**config.mk**
```make
export PLATFORM = sky130hd
export DESIGN_NAME = dualdir_byte_fifo
export DESIGN_NICKNAME = d
export VERILOG_FILES = /design/src/rtl/dbf_pkg.sv /design/src/rtl/dbf_store.sv /design/src/rtl/dbf_ready.sv /design/src/rtl/dbf_events.sv /design/src/rtl/dualdir_byte_fifo.sv
export SDC_FILE = /design/constraint.sdc
export NUM_CORES = 1
export LEC_CHECK = 0
export ABC_AREA = 1
export BUFFER_PORTS_ARGS = -buffer_cell sky130_fd_sc_hd__clkbuf_2
export CAP_MARGIN = 10
export CORE_MARGIN = 2
export CORE_UTILIZATION = 40
export DETAILED_ROUTE_END_ITERATION = 10
export GPL_TIMING_DRIVEN = 0
export HOLD_SLACK_MARGIN = 0.1
export PLACE_DENSITY = 0.6
export SYNTH_ARGS = -nofsm -noshare
export SYNTH_HDL_FRONTEND = slang
export SYNTH_HIERARCHICAL = 1
export SYNTH_SLANG_ARGS = --single-unit
```
**constraint.sdc**
```tcl
create_clock -name clk -period 2.8 [get_ports clk]
set_input_delay 0.56 -clock clk [delete_from_list [all_inputs] [get_ports clk]]
set_output_delay 0.56 -clock clk [all_outputs]
set_load 0.005 [all_outputs]
```
**src/rtl/dbf_pkg.sv**
```systemverilog
package dbf_pkg;
  localparam int unsigned FLAG_HALF = 0;
  localparam int unsigned FLAG_FULL = 1;
  localparam int unsigned NFLAG     = 2;

  // Bytes software may service: held bytes when receiving, free slots when transmitting.
  function automatic int unsigned serviceable(input int unsigned held, input logic tx,
                                              input int unsigned depth);
    return tx ? (depth - held) : held;
  endfunction

  // Threshold test for one flag.
  function automatic logic meets(input int unsigned avail, input int unsigned thresh);
    return avail >= thresh;
  endfunction
endpackage

```
**src/rtl/dbf_store.sv**
```systemverilog
module dbf_store #(
  parameter int unsigned DEPTH = 16,
  parameter int unsigned W     = 8,
  localparam int unsigned LVL_W = $clog2(DEPTH + 1)
) (
  input  logic             clk,
  input  logic             rst_n,
  input  logic             clr,
  input  logic             push,
  input  logic [W-1:0]     din,
  input  logic             pop,
  output logic [W-1:0]     head,
  output logic [LVL_W-1:0] level
);
  logic [W-1:0]     mem [DEPTH];
  logic [W-1:0]     up  [DEPTH];
  logic             push_ok;
  logic             pop_ok;
  logic [LVL_W-1:0] wr_idx;

  assign pop_ok  = pop  && !clr && (level != '0);
  assign push_ok = push && !clr && (level != LVL_W'(DEPTH));
  assign wr_idx  = pop_ok ? (level - LVL_W'(1)) : level;
  assign head    = mem[0];

  for (genvar gi = 0; gi < DEPTH; gi++) begin : g_up
    if (gi < DEPTH - 1) begin : g_mid
      assign up[gi] = mem[gi + 1];
    end else begin : g_top
      assign up[gi] = '0;
    end
  end

  always_ff @(posedge clk or negedge rst_n) begin
    if (!rst_n) begin
      for (int i = 0; i < DEPTH; i++) mem[i] <= '0;
    end else begin
      for (int i = 0; i < DEPTH; i++) begin
        if (push_ok && wr_idx == LVL_W'(i)) mem[i] <= din;
        else if (pop_ok)                    mem[i] <= up[i];
      end
    end
  end

  always_ff @(posedge clk or negedge rst_n) begin
    if (!rst_n)                 level <= '0;
    else if (clr)               level <= '0;
    else if (push_ok && !pop_ok) level <= level + LVL_W'(1);
    else if (pop_ok && !push_ok) level <= level - LVL_W'(1);
  end
endmodule

```
**src/rtl/dbf_ready.sv**
```systemverilog
module dbf_ready
  import dbf_pkg::*;
#(
  parameter int unsigned DEPTH = 16,
  localparam int unsigned LVL_W = $clog2(DEPTH + 1),
  localparam int unsigned HALF  = DEPTH / 2
) (
  input  logic             dir_tx,
  input  logic             hold,
  input  logic [LVL_W-1:0] level,
  output logic [NFLAG-1:0] sts
);
  logic [LVL_W-1:0] eff_level;
  int unsigned      avail;

  assign eff_level = hold ? '0 : level;
  assign avail     = serviceable(32'(eff_level), dir_tx, DEPTH);

  always_comb begin
    sts            = '0;
    sts[FLAG_FULL] = meets(avail, DEPTH);
    sts[FLAG_HALF] = meets(avail, HALF);
  end
endmodule

```
**src/rtl/dbf_events.sv**
```systemverilog
module dbf_events #(
  parameter int unsigned N = 2
) (
  input  logic         clk,
  input  logic         rst_n,
  input  logic [N-1:0] sts,
  input  logic         rd_clr,
  input  logic [N-1:0] en,
  output logic [N-1:0] evt,
  output logic         irq
);
  logic [N-1:0] sts_q;
  logic [N-1:0] rise;

  assign rise = sts & ~sts_q;
  assign irq  = |(evt & en);

  // sts_q starts at all ones so that no crossing is seen at the first edge after reset.
  always_ff @(posedge clk or negedge rst_n) begin
    if (!rst_n) begin
      sts_q <= '1;
      evt   <= '0;
    end else begin
      sts_q <= sts;
      evt   <= rise | (evt & {N{~rd_clr}});
    end
  end
endmodule

```
**src/rtl/dualdir_byte_fifo.sv**
```systemverilog
module dualdir_byte_fifo
  import dbf_pkg::*;
#(
  parameter int unsigned DEPTH = 16,
  parameter int unsigned W     = 8,
  localparam int unsigned LVL_W = $clog2(DEPTH + 1)
) (
  input  logic         clk,
  input  logic         rst_n,
  input  logic         dir_tx,
  input  logic         ptr_rst,
  input  logic         cpu_wr,
  input  logic [W-1:0] cpu_wdata,
  input  logic         cpu_rd,
  output logic [W-1:0] cpu_rdata,
  input  logic         line_wr,
  input  logic [W-1:0] line_wdata,
  input  logic         line_rd,
  output logic [W-1:0] line_rdata,
  input  logic         stat_rd,
  input  logic         en_full,
  input  logic         en_half,
  output logic         sts_full,
  output logic         sts_half,
  output logic         evt_full,
  output logic         evt_half,
  output logic         irq
);
  // Named internal events, visible to the bound checker.
  logic             prod_wr;
  logic [W-1:0]     prod_data;
  logic             cons_rd;
  logic [W-1:0]     head;
  logic [LVL_W-1:0] level;
  logic [NFLAG-1:0] sts;
  logic [NFLAG-1:0] evt;
  logic [NFLAG-1:0] en;

  assign prod_wr   = dir_tx ? cpu_wr    : line_wr;
  assign prod_data = dir_tx ? cpu_wdata : line_wdata;
  assign cons_rd   = dir_tx ? line_rd   : cpu_rd;

  dbf_store #(.DEPTH(DEPTH), .W(W)) store_i (
    .clk   (clk),
    .rst_n (rst_n),
    .clr   (ptr_rst),
    .push  (prod_wr),
    .din   (prod_data),
    .pop   (cons_rd),
    .head  (head),
    .level (level)
  );

  dbf_ready #(.DEPTH(DEPTH)) ready_i (
    .dir_tx (dir_tx),
    .hold   (ptr_rst),
    .level  (level),
    .sts    (sts)
  );

  always_comb begin
    en            = '0;
    en[FLAG_FULL] = en_full;
    en[FLAG_HALF] = en_half;
  end

  dbf_events #(.N(NFLAG)) events_i (
    .clk    (clk),
    .rst_n  (rst_n),
    .sts    (sts),
    .rd_clr (stat_rd),
    .en     (en),
    .evt    (evt),
    .irq    (irq)
  );

  assign cpu_rdata  = head;
  assign line_rdata = head;
  assign sts_full   = sts[FLAG_FULL];
  assign sts_half   = sts[FLAG_HALF];
  assign evt_full   = evt[FLAG_FULL];
  assign evt_half   = evt[FLAG_HALF];
endmodule

```
==> summary.txt <==
Critical path
  – Worst setup SP type: flip-flop
  – CP Cell Sequence: inv_2, ha_1, nand3_2, nand2_2, buf_6, nand2_1, nand2_4, nor2_8, buf_2, nand3_1, nand2_1, nand2_1
  – Crit path max fanout: 10
  – Worst EP required: roughly 3.1 ns
  – Critical path's most frequent cell: nand2_1
  – Crit end category: flip-flop
  – Arr. time, crit path: 2.88 ns
  – Critical-path top delay cell: dfrtp_1
  – Setup CP Type: flip-flop to flip-flop
  – CP peak stage delay: 0.51 ns

Die
  – Die Span X: 148 microns
  – Row cnt: 52
  – Ports: 48
  – Die height: 148 microns
  – Core area: 20300 sq um
  – Initial Util: 40.9%
  – Die area: 21900 sq um

CTS
  – CTS root buffer: clkbuf_16
  – H-tree depth: 4
  – TritonCTS sink count: 137
  – CTS tree: yes
  – Cts repair resizes: 0
  – Reg clk slew, reported paths: 0.06 ns
  – Clk_lat worst skew: 0.42 ns
  – # Post-CTS Setup Buffers: 0
  – Max clock buf depth: 2
  – Num CTS Buffers: 17

Final layout
  – FILL cells: ~2100
  – # diodes: 0
  – Most frequent cells in the layout: nand2_1, nand3_1, dfrtp_1
  – FF+latch area: 3430 sq um
  – Nets: about 1300
  – Fin area: roughly 9500 sq um
  – Most common cell after layout, fill and taps aside: nand2_1
  – Layout Area Growth over Synthesis: 14.9%
  – Layout cell share with drive strength beyond 1: 16.3%
  – Multi-input logic area: 4130 sq um
  – Fin util: between 40% and 50%

Timing
  – Tmin final: 2.56 ns
  – RSZ-0062 raised after global routing: no
  – Worst Max-Slew Pin Slew: 0.753 ns
  – FMAX: 0.391 GHz
  – Final setup vio count: 0
  – Final period util: 91.4%
  – Max_slew headroom: 49.8%
  – Fin. Hold Viols: 0
  – Slew Viols, Final: 0
  – Max Clock Skew: between 0.01 and 0.015 ns

Synthesis
  – Cells after Synth: around 1200
  – Synth Cell Area: 8310 sq um
  – Top_reg_cell synth: dfrtp_1
  – Post-synthesis register bit count: 137
  – Syn_nets: 1192
  – Post-synth EDFFs: 0
  – Synth cell types: 27
  – Ys async rst share: 100%
  – Seq/Total Area, Yosys: 41.3%
  – Mean Syn Cell Area: slightly above 7 sq um
  – Synth warn: 6

Power and ir drop
  – Power per cell area: between 900 and 1000 nW/um^2
  – Leakage: 0.00553 uW
  – Maximum VDD drop: roughly 0.5 mV

Global route
  – First-pass GRT wire length: 37.8 mm
  – Initial antenna violation count: 0
  – Largest net degree at the start of global routing: 94
  – Vias in the first global route: 7330
  – Grt ovf: 0
  – Overall Global Routing Usage: 21.7%

Routing
  – Vias per inst: 5.03
  – Routed wire per std cell: 14.9 microns
  – Final antenna-violating net count: 0
  – Router iterations before antenna repair: 5
  – Vias post-DR: 7604
  – Drt first-iter violations: 476
  – DRC Markers: 0
  – Final wirelength: 22.5 mm

Min path
  – Worst min path class: input port to flip-flop

Outcome
  – Outcome: complete, no violations

Placement
  – Port bufs: 47
  – GPL Wtd Cong: 0.820
  – Dpl hpwl: 15.4 mm
  – DP Area: 8920 sq um

Job
  – Max_cap viols: 0
## area by class of cell
cell class	instances	share of cell area, %
sequential	137	35.9
buffer	94	6.78
inverter	28	1.10
clock inverter	11	1.52
timing repair buffer	49	2.95
multi-input combinational	903	43.3
clock buffer	21	4.93
tap	270	3.54
## where the power goes
part	total, uW	internal, uW	switching [uW]	leakage [uW]
sequential	3250	2780	468	0.00179
combinational	3770	1370	2400	0.00344
clock	2350	1470	882	0.000295
total	9360	5620	3750	0.00553
## Yosys cell counts, types with 2 or more instances
library cell	n	area share [%]
inv_1	23	1.0
nand3_4	2	0.42
xor2_1	3	0.32
buf_1	3	0.14
dfrtp_1	135	41
buf_6	17	2.3
buf_2	22	1.3
nand3_2	2	0.24
nand2_4	16	2.2
inv_2	5	0.23
dfstp_2	2	0.63
nor2_1	4	0.18
nand2_1	568	26
o21ai_0	6	0.36
clkbuf_1	15	0.68
nand3_1	273	16
nand2_2	10	0.75
nor2_8	8	1.9
buf_4	37	3.3
xnor2_1	2	0.21
ha_1	3	0.45
## state kept, by name (all words and copies together) (netlist names)
| register | cells |
|---|---|
| events_i/evt | 2 |
| store_i/level | 5 |
| store_i/mem | 120 |
| store_i/head | 8 |
| events_i/sts_q | 2 |
## worst paths after layout
check                                        startpoint                           to  slack (ns)  depth (start not counted)
max in group asynchronous                         rst_n  events_i/sts_q[1]$_DFF_PN1_        1.34                          3
hold reg to reg              store_i/mem[4]$_DFFE_PN0P_   store_i/mem[4]$_DFFE_PN0P_        0.50                          2
setup / recovery           store_i/level[0]$_DFFE_PN0P_  store_i/head[6]$_DFFE_PN0P_        0.24                         12
min in group asynchronous                         rst_n  store_i/head[2]$_DFFE_PN0P_        0.63                          2
setup reg to reg           store_i/level[0]$_DFFE_PN0P_  store_i/head[6]$_DFFE_PN0P_        0.24                         12
hold / removal                                  stat_rd    events_i/evt[1]$_DFF_PN0_        0.38                          4
## repair_timing
item / CTS / global route
endpoints found under the setup margin: 0 / 0
hold buffers: 1 / 0
hold endpoints to repair: 44 / 0
## worst max-delay path: cells and delay by family (launching register included)
family                     cells  cell delay, ns
adders and majority gates      1            0.29
buffers and inverters          3            0.61
DFF                            1            0.51
and+or+nand+nor                8            1.02
## layer usage
layer	global-route usage, %	share of wire (%)
met1	30.1	48
met3	3.44	4.1
met2	35.6	48
met4	5.52	0.75
met5	0	0
## kinds of logic (layout without fill, tap and decap cells)
kind of cell             Yosys count  after routing  share of synthesized area (%)
buffers and inverters            122            203                           9.05
AND/OR/NAND/NOR                  886            886                           48.1
XOR/XNOR                           5              5                          0.527
flip-flops                       137            137                           41.3
adder cells (fa/ha/maj)            3              3                          0.452
AO/OA/AOI/OAI                      9              9                          0.617
## through the flow
step                      setup slack (ns)  instances  hold slack (ns)  power, uW  TNS (ns)
after floorplan                      0.653       1162            0.264       6030         0
after global placement               -1.28       1479            0.487       6980   -170.30
after detailed placement            0.0448       1480            0.493       7040         0
after CTS                            0.194       1513            0.363       9440         0
after global routing                0.0142       1513            0.431      10100         0
final                                0.240       1513            0.380       9360         0
Power figures use the tool's default switching activity.
